==> src/rtl/ctl_pkg.sv <==
package ctl_pkg;
  localparam int OP_W    = 6;
  localparam int FN_W    = 6;
  localparam int ALUOP_W = 3;

  // opcode values
  localparam logic [OP_W-1:0] OPC_RTYPE = 6'h00;
  localparam logic [OP_W-1:0] OPC_LOAD  = 6'h23;
  localparam logic [OP_W-1:0] OPC_STORE = 6'h2B;
  localparam logic [OP_W-1:0] OPC_BEQ   = 6'h04;
  localparam logic [OP_W-1:0] OPC_ADDI  = 6'h08;

  // function values under OPC_RTYPE
  localparam logic [FN_W-1:0] FN_ADD = 6'h20;
  localparam logic [FN_W-1:0] FN_SUB = 6'h22;
  localparam logic [FN_W-1:0] FN_AND = 6'h24;
  localparam logic [FN_W-1:0] FN_OR  = 6'h25;
  localparam logic [FN_W-1:0] FN_SLT = 6'h2A;

  // ALU operation codes
  localparam logic [ALUOP_W-1:0] AOP_AND = 3'b000;
  localparam logic [ALUOP_W-1:0] AOP_OR  = 3'b001;
  localparam logic [ALUOP_W-1:0] AOP_ADD = 3'b010;
  localparam logic [ALUOP_W-1:0] AOP_SUB = 3'b110;
  localparam logic [ALUOP_W-1:0] AOP_SLT = 3'b111;

  typedef enum logic [1:0] {
    AM_NONE  = 2'd0,
    AM_ADD   = 2'd1,
    AM_SUB   = 2'd2,
    AM_FIELD = 2'd3
  } alu_mode_e;

  typedef struct packed {
    logic               reg_we;
    logic               dst_rd;
    logic               src_imm;
    logic               mem_we;
    logic               mem_to_reg;
    logic               branch;
    logic [ALUOP_W-1:0] alu_op;
  } ctl_t;
endpackage

==> src/rtl/ctl_main_dec.sv <==
module ctl_main_dec
  import ctl_pkg::*;
(
  input  logic [OP_W-1:0] opcode,
  output ctl_t            base,
  output alu_mode_e       mode,
  output logic            is_rtype
);
  always_comb begin
    base     = '0;
    mode     = AM_NONE;
    is_rtype = 1'b0;
    unique case (opcode)
      OPC_RTYPE: begin
        is_rtype    = 1'b1;
        base.reg_we = 1'b1;
        base.dst_rd = 1'b1;
        mode        = AM_FIELD;
      end
      OPC_LOAD: begin
        base.reg_we     = 1'b1;
        base.src_imm    = 1'b1;
        base.mem_to_reg = 1'b1;
        mode            = AM_ADD;
      end
      OPC_STORE: begin
        base.src_imm = 1'b1;
        base.mem_we  = 1'b1;
        mode         = AM_ADD;
      end
      OPC_BEQ: begin
        base.branch = 1'b1;
        mode        = AM_SUB;
      end
      OPC_ADDI: begin
        base.reg_we  = 1'b1;
        base.src_imm = 1'b1;
        mode         = AM_ADD;
      end
      default: begin
        base = '0;
        mode = AM_NONE;
      end
    endcase
  end
endmodule

==> src/rtl/ctl_alu_dec.sv <==
module ctl_alu_dec
  import ctl_pkg::*;
(
  input  alu_mode_e          mode,
  input  logic [FN_W-1:0]    funct,
  output logic [ALUOP_W-1:0] alu_op,
  output logic               fn_ok
);
  always_comb begin
    alu_op = AOP_AND;
    fn_ok  = 1'b1;
    unique case (mode)
      AM_ADD:  alu_op = AOP_ADD;
      AM_SUB:  alu_op = AOP_SUB;
      AM_FIELD: begin
        unique case (funct)
          FN_ADD:  alu_op = AOP_ADD;
          FN_SUB:  alu_op = AOP_SUB;
          FN_AND:  alu_op = AOP_AND;
          FN_OR:   alu_op = AOP_OR;
          FN_SLT:  alu_op = AOP_SLT;
          default: fn_ok  = 1'b0;
        endcase
      end
      default: alu_op = AOP_AND;
    endcase
  end
endmodule

==> src/rtl/ctl_out_reg.sv <==
module ctl_out_reg
  import ctl_pkg::*;
(
  input  logic clk,
  input  logic rst,
  input  ctl_t d,
  output ctl_t q
);
  always_ff @(posedge clk) begin
    if (rst) q <= '0;
    else     q <= d;
  end
endmodule

==> src/rtl/insn_ctl_decoder.sv <==
module insn_ctl_decoder
  import ctl_pkg::*;
(
  input  logic               clk,
  input  logic               rst,
  input  logic [OP_W-1:0]    opcode,
  input  logic [FN_W-1:0]    funct,
  output logic               reg_we,
  output logic               dst_rd,
  output logic               alu_src_imm,
  output logic               mem_we,
  output logic               mem_to_reg,
  output logic               branch,
  output logic [ALUOP_W-1:0] alu_op
);
  ctl_t               base_c;
  alu_mode_e          mode_c;
  logic               rtype_c;
  logic [ALUOP_W-1:0] aop_c;
  logic               fn_ok_c;
  ctl_t               next_c;
  ctl_t               ctl_q;

  ctl_main_dec u_main (
    .opcode   (opcode),
    .base     (base_c),
    .mode     (mode_c),
    .is_rtype (rtype_c)
  );

  ctl_alu_dec u_alu (
    .mode   (mode_c),
    .funct  (funct),
    .alu_op (aop_c),
    .fn_ok  (fn_ok_c)
  );

  // merge both levels; an undefined function code collapses to the safe word
  always_comb begin
    next_c        = base_c;
    next_c.alu_op = aop_c;
    if (rtype_c && !fn_ok_c) next_c = '0;
  end

  ctl_out_reg u_reg (
    .clk (clk),
    .rst (rst),
    .d   (next_c),
    .q   (ctl_q)
  );

  assign reg_we      = ctl_q.reg_we;
  assign dst_rd      = ctl_q.dst_rd;
  assign alu_src_imm = ctl_q.src_imm;
  assign mem_we      = ctl_q.mem_we;
  assign mem_to_reg  = ctl_q.mem_to_reg;
  assign branch      = ctl_q.branch;
  assign alu_op      = ctl_q.alu_op;
endmodule

==> config.mk <==
export PLATFORM = sky130hd
export DESIGN_NAME = insn_ctl_decoder
export DESIGN_NICKNAME = d
export VERILOG_FILES = /design/src/rtl/ctl_pkg.sv /design/src/rtl/ctl_main_dec.sv /design/src/rtl/ctl_alu_dec.sv /design/src/rtl/ctl_out_reg.sv /design/src/rtl/insn_ctl_decoder.sv
export SDC_FILE = /design/constraint.sdc
export NUM_CORES = 1
export LEC_CHECK = 0
export CAP_MARGIN = 20
export CORE_AREA = 2 2 39 41
export CTS_CLUSTER_DIAMETER = 200
export CTS_CLUSTER_SIZE = 30
export DETAILED_ROUTE_END_ITERATION = 10
export DIE_AREA = 0 0 41 43
export PLACE_DENSITY_LB_ADDON = 0.12
export SYNTH_ARGS = -nofsm -noshare
export SYNTH_HDL_FRONTEND = slang
export SYNTH_SLANG_ARGS = --single-unit
==> constraint.sdc <==
create_clock -name clk -period 1.5 [get_ports clk]
set_clock_uncertainty 0.1 [all_clocks]
set_input_delay 0.225 -clock clk [delete_from_list [all_inputs] [get_ports clk]]
set_output_delay 0.225 -clock clk [all_outputs]
set_load 0.02 [all_outputs]
==> run metrics, run 1 <==
Layout area overhead 93.4%; Final Instance Area 733 µm²; Starting DRT DRC Count 1; Final Setup Violations 0; Sw Share 0.224; Remaining Overflow, GRT 0; most common flop cell mapped by yosys dfxtp_1; area fraction in and, or, nand and nor cells after synthesis 0.350; worst-path fanout max 1; post-synth top area share 0.475; first-pass GRT wire length 1.39 mm; number of flip-flops under the largest register name 9; top-level port count 23; Hold Worst Slack 0.305 ns; PortBufs 22; most frequent cell after synthesis dfxtp_1; Routed WL 851 µm; clock root cell clkbuf_4; period utilization 0.974; sw power 0.115 mW; gr usage total 0.115; most area-hungry cell type in the Yosys netlist dfxtp_1; CP Class flip-flop to primary output; largest cells by area after synthesis dfxtp_1 (48%), nor3_1 (4.0%), nor2_1 (4.0%), a31oi_1 (3.3%), and3_1 (3.3%); Critical Path Start Type flip-flop; Least-Margin Pin Slew 0.392 ns; DP Area 694 µm²; Ant. Diodes 0; CP arrival 1.14 ns; Crit path largest cell delay 0.59 ns; status finished clean; vias 413; Core Util, Final 0.530; DR vias/cell 4.49; core area 1380 µm²; Cell Int Power 0.398 mW; fmax 685 MHz; min Tclk post-route 1.46 ns; WL per Instance 9.25 µm; Residual DRC 0; Max clock buf depth 2; vias in the first global route 387; first-pass detailed-route iteration total 2; Reg power frac 0.470; synth unique cells 22; Hold Violations, Final 0; Crit path max-delay family buffers and inverters; PwrDens 700 nW/µm²; FP Rows 14; CP max-delay cell clkdlybuf4s50_1; Starting Density 0.274; antenna violations before repair 0; Worst slew margin 0.735; Top Registers u_reg.q x9; sequential element share of the synthesized area 0.475; Die Y 43 µm; CP Buf/Inv Count 1; mux cell area share after synthesis 0.0264; Final ANT Viol Nets 0; Gate Count Post-Synth 40; pin count of the biggest net entering global routing 6; H-tree levels 1; Post-synth EDFFs 0; CTS tree yes; Clk pwr share 0.354; Synth Area in XOR/XNOR 0; Reg with most FFs u_reg.q; Post-Syn Area 379 µm²; syn_area_per_cell 9.48 µm²; Critical Path, Cell by Cell clkdlybuf4s50_1; Commonest cells post-synth dfxtp_1 (9), nor2_1 (4), nor3_1 (3); maximum vdd drop 0.385 mV; max-cap check violation count 0; Comb power frac 0.177; nature of the critical path endpoint primary output; Async SR Flop Fraction 0; Yosys warning total 0; DP HPWL 694 µm; Pleak 0.420 nW; Compound-Gate Fraction of Synth Area 0.129; gpl congestion 0.783; Crit path required time 1.17 ns; Nets 91; total die area 1760 µm²; clock slew at reported path FFs 0.07 ns; adder-cell share of the synthesized area 0; largest family of logic cells by synthesized area simple AND/OR/NAND/NOR gates; CTS sink count 9; syn_nets 54; worst hold path class primary input to flip-flop; share of layout cells above drive strength 1 0.237; Die W 41 µm; TritonCTS Buffers 3; max-slew violation count 0; Seq cells post-synth 9; RSZ-0062 raised after global routing false
timing repair:
item / CTS / global route
endpoints found under the setup margin: 4 / 7
buffers inserted: 0 / 0
resized for setup: 4 / 7
pin swaps: 2 / 0
hold buffers: 0 / 0
cloned: 0 / 0
routing by layer:
metal  GRT usage  part of all wire  vias up
met5           0                 0        -
met4      0.0600             0.011        0
met3      0.0314             0.082        2
met2       0.172              0.42       16
met1       0.143              0.49      172
li1            -                 -      223
kinds of logic (layout without fill, tap and decap cells):
logic type             count (synthesis)  after routing
AND/OR/NAND/NOR                       21             21
flip-flops                             9              9
AO/OA/AOI/OAI                          7              7
buffers and inverters                  2             38
multiplexers                           1              1
power by group through the flow:
stage	clock [mW]	combinational, mW	sequential, mW
floorplan	0	0.0225	0.249
global placement	0	0.0945	0.247
detailed placement	0	0.0943	0.247
CTS	0.187	0.0911	0.241
global route	0.206	0.0985	0.241
finish	0.182	0.0907	0.241
cells in the final DEF (no fill, tap or decap):
| master | netlist | final |
|---|---|---|
| or3_1 | 1 | 1 |
| nand2b_1 | 1 | 1 |
| nor4b_1 | 1 | 1 |
| inv_1 | 2 | 2 |
| nor4_1 | 1 | 1 |
| or3_4 | 1 | 1 |
| a21oi_1 | 2 | 2 |
| o21ai_1 | 1 | 1 |
| clkbuf_1 | 0 | 1 |
| nand4_1 | 1 | 1 |
| nor2_1 | 4 | 4 |
| dfxtp_1 | 9 | 9 |
| nand3_1 | 2 | 2 |
| nor4bb_1 | 1 | 1 |
| and3_2 | 1 | 1 |
| mux2i_1 | 1 | 1 |
| clkdlybuf4s50_1 | 0 | 11 |
| and3_1 | 2 | 2 |
| a21oi_2 | 1 | 1 |
| a31oi_1 | 2 | 2 |
| o22ai_2 | 1 | 1 |
| nor3_1 | 3 | 3 |
| buf_4 | 0 | 10 |
| dlygate4sd2_1 | 0 | 4 |
| dlymetal6s2s_1 | 0 | 7 |
| or4_4 | 1 | 1 |
| nor2b_1 | 1 | 1 |
| clkbuf_4 | 0 | 3 |
through the flow:
| stage | setup WS [ns] | TNS (ns) | total power [mW] | std cells |
|---|---|---|---|---|
| 6_report | 0.0392 | 0 | 0.513 | 92 |
| 5_1_grt | 0.000411 | 0 | 0.546 | 92 |
| 4_1_cts | 0.0154 | 0 | 0.520 | 92 |
| 3_5_place_dp | -0.352 | -1.84 | 0.341 | 88 |
| 3_3_place_gp | -0.348 | -1.83 | 0.341 | 88 |
| 2_1_floorplan | 0.140 | 0 | 0.272 | 40 |
path summary, 6_finish.rpt:
check                            startpoint                    end  slack [ns]  cells after the start
worst max-delay path  u_reg.q[7]$_SDFF_PP0_                 dst_rd        0.04                      1
worst min-delay path              opcode[3]  u_reg.q[5]$_SDFF_PP0_        0.30                      2
final cells by class:
cell class / count / area (µm²)
timing repair buffer: 32 / 308
clock buffer: 4 / 26.3
inverter: 2 / 7.51
fill: 145 / 651
tap: 16 / 20.0
sequential: 9 / 180
multi-input combinational: 29 / 191
Note: power is estimated with default switching activity, not from simulation.
==> inputs of run 2 (changes only) <==
--- a/config.mk
+++ b/config.mk
@@ -11,6 +11,7 @@
 export CTS_CLUSTER_SIZE = 30
 export DETAILED_ROUTE_END_ITERATION = 10
 export DIE_AREA = 0 0 41 43
+export GPL_ROUTABILITY_DRIVEN = 0
 export PLACE_DENSITY_LB_ADDON = 0.12
 export SYNTH_ARGS = -nofsm -noshare
 export SYNTH_HDL_FRONTEND = slang
==> results of run 2 <==
Same layout as run 1: the final DEF is identical, and so are final timing and power.
==> inputs of run 3 (changes only) <==
--- a/config.mk
+++ b/config.mk
@@ -7,7 +7,7 @@
 export LEC_CHECK = 0
 export CAP_MARGIN = 20
 export CORE_AREA = 2 2 39 41
-export CTS_CLUSTER_DIAMETER = 200
+export CTS_CLUSTER_DIAMETER = 40
 export CTS_CLUSTER_SIZE = 30
 export DETAILED_ROUTE_END_ITERATION = 10
 export DIE_AREA = 0 0 41 43
==> results of run 3 <==
Same layout as run 1: the final DEF is identical, and so are final timing and power.
